==> src/rtl/min3_pkg.sv <==
package min3_pkg;
  // Action applied to one slot register on a clock edge
  typedef enum logic [1:0] {
    ACT_HOLD  = 2'd0,
    ACT_CAND  = 2'd1,
    ACT_UPPER = 2'd2,
    ACT_EMPTY = 2'd3
  } slot_act_e;
endpackage

==> src/rtl/min3_cmp.sv <==
module min3_cmp #(
  parameter int W = 16
) (
  input  logic [W-1:0] a,
  input  logic [W-1:0] b,
  output logic         lt
);
  // Less-than bit, playing the role of a subtractor sign output
  logic [W:0] diff;
  assign diff = {1'b0, a} - {1'b0, b};
  assign lt   = diff[W];
endmodule

==> src/rtl/min3_route.sv <==
module min3_route
  import min3_pkg::*;
#(
  parameter int SLOTS = 3
) (
  input  logic             clr,
  input  logic             accept,
  input  logic [SLOTS-1:0] lt,
  output slot_act_e        act [SLOTS]
);
  // Because the slots are sorted, lt is a thermometer code. The insert
  // point is the first slot whose lt bit is set.
  for (genvar i = 0; i < SLOTS; i++) begin : g_act
    if (i == 0) begin : g_top
      always_comb begin
        if (clr)          act[i] = ACT_EMPTY;
        else if (!accept) act[i] = ACT_HOLD;
        else if (lt[i])   act[i] = ACT_CAND;
        else              act[i] = ACT_HOLD;
      end
    end else begin : g_low
      always_comb begin
        if (clr)                     act[i] = ACT_EMPTY;
        else if (!accept)            act[i] = ACT_HOLD;
        else if (lt[i-1])            act[i] = ACT_UPPER;
        else if (lt[i])              act[i] = ACT_CAND;
        else                         act[i] = ACT_HOLD;
      end
    end
  end
endmodule

==> src/rtl/min3_slot.sv <==
module min3_slot
  import min3_pkg::*;
#(
  parameter int SAD_W = 16,
  parameter int TAG_W = 8
) (
  input  logic             clk,
  input  logic             rst_n,
  input  slot_act_e        act,
  input  logic [SAD_W-1:0] cand_sad,
  input  logic [TAG_W-1:0] cand_tag,
  input  logic [SAD_W-1:0] up_sad,
  input  logic [TAG_W-1:0] up_tag,
  input  logic             up_vld,
  output logic [SAD_W-1:0] q_sad,
  output logic [TAG_W-1:0] q_tag,
  output logic             q_vld
);
  always_ff @(posedge clk or negedge rst_n) begin
    if (!rst_n) begin
      q_sad <= '1;
      q_tag <= '0;
      q_vld <= 1'b0;
    end else begin
      unique case (act)
        ACT_CAND: begin
          q_sad <= cand_sad;
          q_tag <= cand_tag;
          q_vld <= 1'b1;
        end
        ACT_UPPER: begin
          q_sad <= up_sad;
          q_tag <= up_tag;
          q_vld <= up_vld;
        end
        ACT_EMPTY: begin
          q_sad <= '1;
          q_tag <= '0;
          q_vld <= 1'b0;
        end
        default: begin
          q_sad <= q_sad;
          q_tag <= q_tag;
          q_vld <= q_vld;
        end
      endcase
    end
  end
endmodule

==> src/rtl/min3_tracker.sv <==
module min3_tracker
  import min3_pkg::*;
#(
  parameter int SAD_W = 16,
  parameter int TAG_W = 8,
  parameter int SLOTS = 3
) (
  input  logic                   clk,
  input  logic                   rst_n,
  input  logic                   clr,
  input  logic                   cand_valid,
  output logic                   cand_ready,
  input  logic [SAD_W-1:0]       cand_sad,
  input  logic [TAG_W-1:0]       cand_tag,
  output logic [SLOTS*SAD_W-1:0] min_sad,
  output logic [SLOTS*TAG_W-1:0] min_tag,
  output logic [SLOTS-1:0]       min_vld
);
  logic             accept;
  logic [SLOTS-1:0] lt;
  slot_act_e        act   [SLOTS];
  logic [SAD_W-1:0] q_sad [SLOTS];
  logic [TAG_W-1:0] q_tag [SLOTS];
  logic             q_vld [SLOTS];

  assign cand_ready = ~clr;
  assign accept     = cand_valid & cand_ready;

  min3_route #(.SLOTS(SLOTS)) u_route (
    .clr    (clr),
    .accept (accept),
    .lt     (lt),
    .act    (act)
  );

  for (genvar i = 0; i < SLOTS; i++) begin : g_slot
    logic [SAD_W-1:0] up_sad;
    logic [TAG_W-1:0] up_tag;
    logic             up_vld;

    if (i == 0) begin : g_head
      assign up_sad = '1;
      assign up_tag = '0;
      assign up_vld = 1'b0;
    end else begin : g_chain
      assign up_sad = q_sad[i-1];
      assign up_tag = q_tag[i-1];
      assign up_vld = q_vld[i-1];
    end

    min3_cmp #(.W(SAD_W)) u_cmp (
      .a  (cand_sad),
      .b  (q_sad[i]),
      .lt (lt[i])
    );

    min3_slot #(.SAD_W(SAD_W), .TAG_W(TAG_W)) u_slot (
      .clk      (clk),
      .rst_n    (rst_n),
      .act      (act[i]),
      .cand_sad (cand_sad),
      .cand_tag (cand_tag),
      .up_sad   (up_sad),
      .up_tag   (up_tag),
      .up_vld   (up_vld),
      .q_sad    (q_sad[i]),
      .q_tag    (q_tag[i]),
      .q_vld    (q_vld[i])
    );

    assign min_sad[i*SAD_W +: SAD_W] = q_sad[i];
    assign min_tag[i*TAG_W +: TAG_W] = q_tag[i];
    assign min_vld[i]                = q_vld[i];
  end
endmodule

==> config.mk <==
export PLATFORM = sky130hd
export DESIGN_NAME = min3_tracker
export DESIGN_NICKNAME = d
export VERILOG_FILES = /design/src/rtl/min3_pkg.sv /design/src/rtl/min3_cmp.sv /design/src/rtl/min3_route.sv /design/src/rtl/min3_slot.sv /design/src/rtl/min3_tracker.sv
export SDC_FILE = /design/constraint.sdc
export NUM_CORES = 1
export LEC_CHECK = 0
export BUFFER_PORTS_ARGS = -buffer_cell sky130_fd_sc_hd__buf_2
export CORE_UTILIZATION = 50
export DETAILED_ROUTE_END_ITERATION = 8
export PLACE_DENSITY = 0.77
export SYNTH_ARGS = -nofsm -noshare
export SYNTH_HDL_FRONTEND = slang
export SYNTH_SLANG_ARGS = --single-unit
==> constraint.sdc <==
create_clock -name clk -period 2.95 [get_ports clk]
set_clock_uncertainty 0.15 [all_clocks]
set_input_delay 0.295 -clock clk [delete_from_list [all_inputs] [get_ports clk]]
set_output_delay 0.295 -clock clk [all_outputs]
set_load 0.1 [all_outputs]
## After elaboration in Yosys (flattened, before gate mapping)

Cells that the tools add are included.

| word-level totals | value |
|---|---|
| word-level logic and storage cells | 47 |
| output and inout port bits | 76 |
| bits of input ports | 28 |
| register bits after elaboration | 75 |

| operators by class | value |
|---|---|
| equality and inequality tests | 9 |
| muxes and demuxes | 20 |
| reduce and logical (&&, ||, !) cells | 4 |
| bitwise logic cells | 2 |
| add/sub/neg operators | 3 |

Operators by type and width:

| operator | count |
|---|---|
| $pmux W16 S3 | 2 |
| $sub A16 B16 Y17 | 3 |
| $pmux W8 S3 | 2 |
| $pmux W16 S2 | 1 |
| $mux W2 | 8 |
| $pmux W8 S2 | 1 |
| $eq A2 B2 Y1 const B | 6 |
| $eq A2 B1 Y1 const B | 3 |
| $pmux W1 S3 | 2 |
| $reduce_bool A3 Y1 | 2 |
| $mux W1 | 3 |
| $pmux W1 S2 | 1 |
| $reduce_bool A2 Y1 | 1 |
| $reduce_or A2 Y1 | 1 |
| $and A1 B1 Y1 | 1 |
| $not A1 Y1 | 1 |

## Logic depth before layout (Yosys ltp)

Gate-level depths: netlist (run 1).

| logic depth | value |
|---|---|
| depth after elaboration | 7 |
| gate-level depth with buffers | 11 |
| mapped depth without buffers | 8 |

## By module

From an unflattened synthesis (run 1), not the netlist that was laid out.

| second synthesis, totals | value |
|---|---|
| cell total of the unflattened synthesis | 431 |
| area, all modules | 4993.5 um^2 |

By module, submodules not included:

| module | cells each | sequential area each (um^2) | area an instance (um^2) | times used |
|---|---|---|---|---|
| min3_slot | 87 | 645.6 | 1260.0 | 3 |
| min3_cmp at g_slot[0].u_cmp ... | 52 | 0.0 | 375.4 | 2 |
| min3_cmp at g_slot[2].u_cmp | 52 | 0.0 | 376.6 | 1 |
| min3_route | 8 | 0.0 | 53.8 | 1 |
| min3_tracker | 6 | 0.0 | 32.5 | 1 |

## Least setup slack after synthesis (run 1)

No wires, ideal clock.

| timing path | value |
|---|---|
| path type | flip-flop to flip-flop |
| start point | register g_slot[0].u_slot.q_sad[13] |
| end point | register g_slot[1].u_slot.q_sad[14] |
| path buffers | 1 |
| path slack | -0.282 ns |
| stages on the path, launching flop included | 10 |
| data arrival time | 2.996 ns |
| data required time | 2.714 ns |
| clock period less this slack | 3.232 ns |
| library setup time | 0.086 ns |
| cells stage by stage | dfstp_2 > inv_1 > ha_1 > a21o_1 > a211o_1 > or3_4 > o31a_4 > buf_6 > and3_4 > a2111o_1 |

| on the way | value |
|---|---|
| longest elaborated chain between the ends | 6 |
| elaborated cells between the ends (all ways) | 9 |

RTL lines:

| what | line | RTL |
|---|---|---|
| start: declaration | min3_slot.sv:15 | `output logic [SAD_W-1:0] q_sad,` |
| start signal: assignment | min3_slot.sv:27 | `q_sad <= cand_sad;` |
| start signal: assignment | min3_slot.sv:32 | `q_sad <= up_sad;` |
| start signal: assignment | min3_slot.sv:42 | `q_sad <= q_sad;` |
| $sub A16 B16 Y17 * | min3_cmp.sv:10 | `assign diff = {1'b0, a} - {1'b0, b};` |
| $mux W2 * | min3_route.sv:25 | `else if (lt[i-1]) act[i] = ACT_UPPER;` |
| $mux W2 * | min3_route.sv:24 | `else if (!accept) act[i] = ACT_HOLD;` |
| $mux W2 * | min3_route.sv:23 | `if (clr) act[i] = ACT_EMPTY;` |
| $eq A2 B2 Y1 / $eq A2 B1 Y1 (equally long branches) | min3_slot.sv:25 | `unique case (act)` |
| $pmux W16 S3 / $reduce_bool A3 Y1 (equally long branches) | n/a |  |
| end signal: assignment | min3_slot.sv:27 |  |
| end signal: assignment | min3_slot.sv:32 |  |
| end signal: assignment | min3_slot.sv:42 |  |
| end: declaration | min3_slot.sv:15 |  |

Every way passes the cells marked *; elsewhere a longest branch is shown, timed or not.
A chain may end at the register's enable or synchronous reset.

## Final worst setup path (run 1)

| timing path | value |
|---|---|
| start point | register g_slot[0].u_slot.q_sad[13] |
| end point | register g_slot[1].u_slot.q_sad[1] |

Same word-level chain as after synthesis.

==> reports/metrics.cfg, run 1 <==
[status]
outcome=completed

[synthesis]
synth_compound_area_frac=0.262
ys_ff_latch=75
yosysWarnings=0
synth_top_area_frac=0.250
synth_ff_type=dfstp_2
synth_common_cells=48 x dfstp_2, 48 x inv_1, 47 x a21oi_1
synth.area.top_cells=dfstp_2 25%, dfrtp_1 13%, ha_1 11%
syn-num-nets=589
synth_area_per_cell_um2=9.79
yosysSeqAreaShare=0.383
netlist_instances=516
yosys.area_share.adder=0.111
mappedNetlistArea_um2=5050
synth-xor-area-share=0
ys_types=46
synth_top_family_by_area=compound AO/OA/AOI/OAI gates
synthMuxAreaShare=0.0317
synth-edff-count=0
synth-simple-area-share=0.130
synthArstFlopShare=1.00
synth.largest_area_cell=dfstp_2

[timing]
period_share=0.994
worst_pin_slew_ns=0.504
period_needed_ns=2.93
hold_viol_final=0
rsz0062_at_grt=true
setup_viol=0
max_freq_ghz=0.341
tns_ns=0
hold-worst-slack_ns=0.0654
fin_ws_ns=0.0168
drv_slew=0
relSlewSlack=0.660

[grt]
grt_pass1_vias=4565
grt-ovfl-total=0
grt_pass1_wl_um=23500
grt_max_degree=40
track_usage=0.293
antenna_found_initial=0

[critical_path]
rr_worst_depth=9
timing.rr.end=g_slot[1].u_slot.q_sad[1]
crit_type=flip-flop to flip-flop
critPathBufInv=2
worstSetupEndpointType=flip-flop
critPathTopFamily=compound AO/OA/AOI/OAI gates
max_stage_delay_ns=0.63
worstPathArrival_ns=3.08
r2r-start=g_slot[0].u_slot.q_sad[13]
reg2reg_slack_ns=0.02
path_cells=inv_4 > ha_4 > a21o_1 > a211o_1 > or3_4 > o31a_4 > buf_12 > and3_4 > a2111o_1
cp-start-kind=flip-flop
cp_slowest_cell=dfstp_4
cp.required_ns=3.09
crit_fanout=18

[route]
dr.pass1.iters=5
vias=4785
via_per_inst=6.23
routedWlPerCell_um=19.7
drt_iter0_drc=366
ant_nets=0
drc=0
wl_um=15100

[hold_path]
worstHoldStart=cand_tag[0]
hold_path_depth=3
hold_path.class=input pin to flip-flop
hold_path_end=g_slot[0].u_slot.q_tag[0]

[power_and_ir_drop]
powerDensity_nw_per_um2=865
p_total_mw=5.52
p_leak_nw=3.06
vdd_drop_max_uv=513

[placement]
place.gp.congestion=0.878
dp_hpwl_um=10700
numPortBuffers=103
dpl_worst_slack_ns=-0.0676
dpl_cell_area_um2=6030
placedCellCount=750

[floorplanning]
core_um2=9770
initial_core_util=0.517
die_w_um=103
dieArea_um2=10500
die_h_um=103
pin_count=104
rows=36

[final_layout]
syn_to_final_growth_pct=26.3
post-route-util=0.653
diodes=0
drive_gt1_frac=0.402
final_cells=768
fin_nets=703
finalInstanceArea_um2=6380
fillCellCount=772

[clocking]
clkTransAtPathRegs_ns=0.09
cts_root_buffer=clkbuf_8
cts_sinks=75
clk_path_buf_depth=2
cts_tree=yes
htreeDepth=3
numCtsBuffers=9
clk_latency_ns=0.37

[flow_run]
maxCapViolations=0

-- worst register-to-register path, stage by stage (launching register included) --
cell and delay, ns:
dfstp_4 0.63, inv_4 0.04, ha_4 0.20, a21o_1 0.15
a211o_1 0.28, or3_4 0.34, o31a_4 0.32, buf_12 0.17
and3_4 0.18, a2111o_1 0.40
-- cell families after synthesis --
family,count (synthesis)
AO/OA/AOI/OAI,162
adder cells (fa/ha/maj),45
buffers and inverters,92
flip-flops,75
multiplexers,16
AND/OR/NAND/NOR,126
-- power by group --
group	total, mW	internal (mW)	leakage (nW)	switching, mW
Combinational	3.13	0.796	2.09	2.34
Sequential	1.48	1.32	0.863	0.160
Clock	0.903	0.475	0.109	0.428
-- final cells by class --
cell class                 count  area [um^2]  area share
clock buffer                   9          124      0.0194
sequential                    75         1990       0.312
inverter                      50          190      0.0298
multi-input combinational    349         2820       0.442
clock inverter                 7         91.3      0.0143
tap                          133          166      0.0261
timing repair buffer         145          996       0.156
-- how the worst max path moves through the flow --
stage                                     from                    endpoint  slack, ns  cells past startpoint
floorplan           g_slot[0].u_slot.q_sad[13]   g_slot[1].u_slot.q_sad[0]      -0.09                      9
global placement     g_slot[1].u_slot.q_sad[9]  g_slot[1].u_slot.q_sad[12]       0.03                     10
detailed placement  g_slot[1].u_slot.q_sad[11]  g_slot[1].u_slot.q_sad[10]      -0.07                     10
CTS                 g_slot[2].u_slot.q_sad[14]  g_slot[2].u_slot.q_sad[15]       0.02                      9
global route         g_slot[0].u_slot.q_sad[9]   g_slot[1].u_slot.q_sad[1]      -0.04                      9
finish              g_slot[0].u_slot.q_sad[13]   g_slot[1].u_slot.q_sad[1]       0.02                      9
-- flip-flops by register name, indices dropped and copies added, names as in the netlist --
register and flops:
g_slot.u_slot.q_tag 24, g_slot.u_slot.q_sad 48, g_slot.u_slot.q_vld 3
-- timing repair --
item	4_1_cts	5_1_grt
setup endpoints to repair	22	42
setup buffers	0	0
hold buffers	1	0
pin swaps	2	5
resized for setup	4	15
hold endpoints to repair	12	0
gates cloned	0	1
-- per-layer routing --
metal / GRT usage / share of wire
met5: 0 / 0
met4: 0.129 / 0.027
met3: 0.0502 / 0.060
met2: 0.451 / 0.47
met1: 0.405 / 0.44
-- layout by cell type, fill, tap and decap left out, types with 2 or more instances in the layout --
cell,netlist,routed
and3_4,2,3
mux2i_1,16,16
nor3_1,25,25
clkbuf_8,0,9
bufinv_16,0,2
buf_2,9,103
a21oi_1,47,47
o211ai_1,15,15
nor2_1,16,15
ha_4,0,2
a2111o_1,19,19
a2111oi_4,1,4
nand4_1,6,6
dfstp_4,0,15
clkinv_1,2,2
and3_1,16,15
nor4_1,11,8
a2111oi_2,23,21
nand2_1,20,20
buf_12,0,11
o21ai_1,10,12
inv_1,48,45
dfstp_2,48,33
o21ai_0,23,21
clkinv_2,0,3
dfrtp_1,27,27
inv_2,0,2
buf_4,6,28
ha_1,45,42
a311oi_1,8,8
nand2b_1,6,6
nand3_1,20,20
nor4_2,0,3
(Power assumes the default switching activity.)
==> run 2: changes to the inputs <==
Settings changed: CORE_ASPECT_RATIO set to 0.5.
==> reports/metrics.cfg, run 2 (synthesis gave the netlist of run 1 again) <==
[timing]
rsz0062_at_grt=true
period_needed_ns=2.88
hold_viol_final=0
drv_slew=0
relSlewSlack=0.499
setup_viol=0
worst_pin_slew_ns=0.751
hold-worst-slack_ns=0.0843
max_freq_ghz=0.348
period_share=0.975

[power_and_ir_drop]
p_int_mw=2.69
seq_power_share=0.262
sw_frac_of_total=0.523
p_switching_mw=2.95
p_leak_nw=3.09
vdd_drop_max_uv=499
powerDensity_nw_per_um2=876
pwr-share-clk=0.184
comb_power_share=0.553

[final_layout]
largest_reg_flops=48
final_cell_mix=103 x buf_2, 47 x a21oi_1, 46 x inv_1, 44 x ha_1, 33 x dfstp_2
mostFrequentLayoutCell=buf_2
post-route-util=0.669
diodes=0
drive_gt1_frac=0.396
largestRegisters=g_slot.u_slot.q_sad (48), g_slot.u_slot.q_tag (24), g_slot.u_slot.q_vld (3)
fin_nets=702
top_register=g_slot.u_slot.q_sad
syn_to_final_growth_pct=27.5

[route]
drt_iter0_drc=363
wl_um=14600
vias=4689
ant_nets=0
routedWlPerCell_um=19.0
via_per_inst=6.10
dr.pass1.iters=5
drc=0

[floorplanning]
core_um2=9630
rows=25
die_h_um=73.1
pin_count=104
dieArea_um2=10500
die_w_um=144
initial_core_util=0.524

[flow_run]
maxCapViolations=0

[critical_path]
cp_slowest_cell=dfstp_4
cp-start-kind=flip-flop
path_cells=inv_4 > ha_4 > a21o_1 > a211o_1 > buf_4 > o22a_1 > nor2_4 > buf_6 > buf_4 > nor2_1 > a211oi_2
worstPathArrival_ns=2.97
cp.required_ns=3.05
critPathTopFamily=compound AO/OA/AOI/OAI gates
crit_top_cell=buf_4
worstSetupEndpointType=flip-flop
crit_type=flip-flop to flip-flop
crit_fanout=15
critPathBufInv=4
max_stage_delay_ns=0.63

[placement]
numPortBuffers=103
dp_hpwl_um=10000
place.gp.congestion=0.838

[grt]
antenna_found_initial=0
grt_pass1_vias=4347
grt_max_degree=43
grt_pass1_wl_um=23200
grt-ovfl-total=0
track_usage=0.289

[clocking]
cts_sinks=75
clk_latency_ns=0.34
htreeDepth=3
numCtsBuffers=9
clkTransAtPathRegs_ns=0.06
clk_path_buf_depth=2
cts_root_buffer=clkbuf_16
cts_tree=yes

[hold_path]
hold_path.class=input pin to flip-flop

[status]
outcome=completed

## run 2: repair_timing
| action | 4_1_cts | 5_1_grt |
|---|---|---|
| pin swaps | 0 | 5 |
| resized for setup | 3 | 13 |
| gates cloned | 0 | 0 |
| hold buffers | 1 | 0 |
| buffers inserted | 0 | 1 |
| setup endpoints to repair | 42 | 48 |
| hold endpoints to repair | 24 | 0 |
## run 2: worst reg2reg max path: stages (launching register included)
cell	delay [ns]
dfstp_4	0.63
inv_4	0.04
ha_4	0.20
a21o_1	0.15
a211o_1	0.26
buf_4	0.14
o22a_1	0.27
nor2_4	0.16
buf_6	0.22
buf_4	0.22
nor2_1	0.08
a211oi_2	0.26
## run 2: layer usage
layer | GRT usage | part of all wire | up-vias
met5 | 0 | 0 | -
met4 | 0.0807 | 0.010 | 0
met3 | 0.0597 | 0.076 | 17
met2 | 0.439 | 0.46 | 218
met1 | 0.418 | 0.46 | 2286
li1 | - | - | 2168
## run 2: layout make-up
cell class	count	area (um^2)
Clock inverter	7	51.3
Inverter	50	190
Clock buffer	9	225
Fill cell	759	3190
Multi-Input combinational cell	349	2830
Timing Repair Buffer	144	987
Sequential cell	75	1990
Tap cell	135	169
## run 2: path summary, 6_finish.rpt
kind                                            start                          to  slack [ns]  cells after the start
min in group asynchronous                       rst_n   g_slot[0].u_slot.q_tag[1]        0.40                      2
hold / removal                            cand_tag[1]   g_slot[0].u_slot.q_tag[1]        0.08                      3
max in group asynchronous                       rst_n  g_slot[1].u_slot.q_sad[12]        1.48                      3
setup reg to reg           g_slot[0].u_slot.q_sad[13]      g_slot[1].u_slot.q_vld        0.07                     11
setup / recovery           g_slot[0].u_slot.q_sad[13]      g_slot[1].u_slot.q_vld        0.07                     11
hold reg to reg             g_slot[0].u_slot.q_sad[0]   g_slot[0].u_slot.q_sad[0]        0.37                      2
## run 2: power by group through the flow
stage	combinational [mW]	sequential, mW	clock (mW)
floorplan	1.07	2.79	0
detailed placement	3.02	1.49	0
finish	3.12	1.48	1.04
global placement	2.97	1.48	0
CTS	3.05	1.47	1.05
global route	3.28	1.50	1.10
## run 2: through the flow
stage          std cells  TNS [ns]  cell area, um^2  power [mW]  worst slack [ns]
2_1_floorplan        516     -1.62             5130        3.86           -0.0907
3_3_place_gp         751         0             6040        4.46            0.0436
3_5_place_dp         751    -0.632             6040        4.51           -0.0637
4_1_cts              768         0             6330        5.57            0.0259
5_1_grt              769   -0.0307             6440        5.88           -0.0184
6_report             769         0             6440        5.64            0.0728
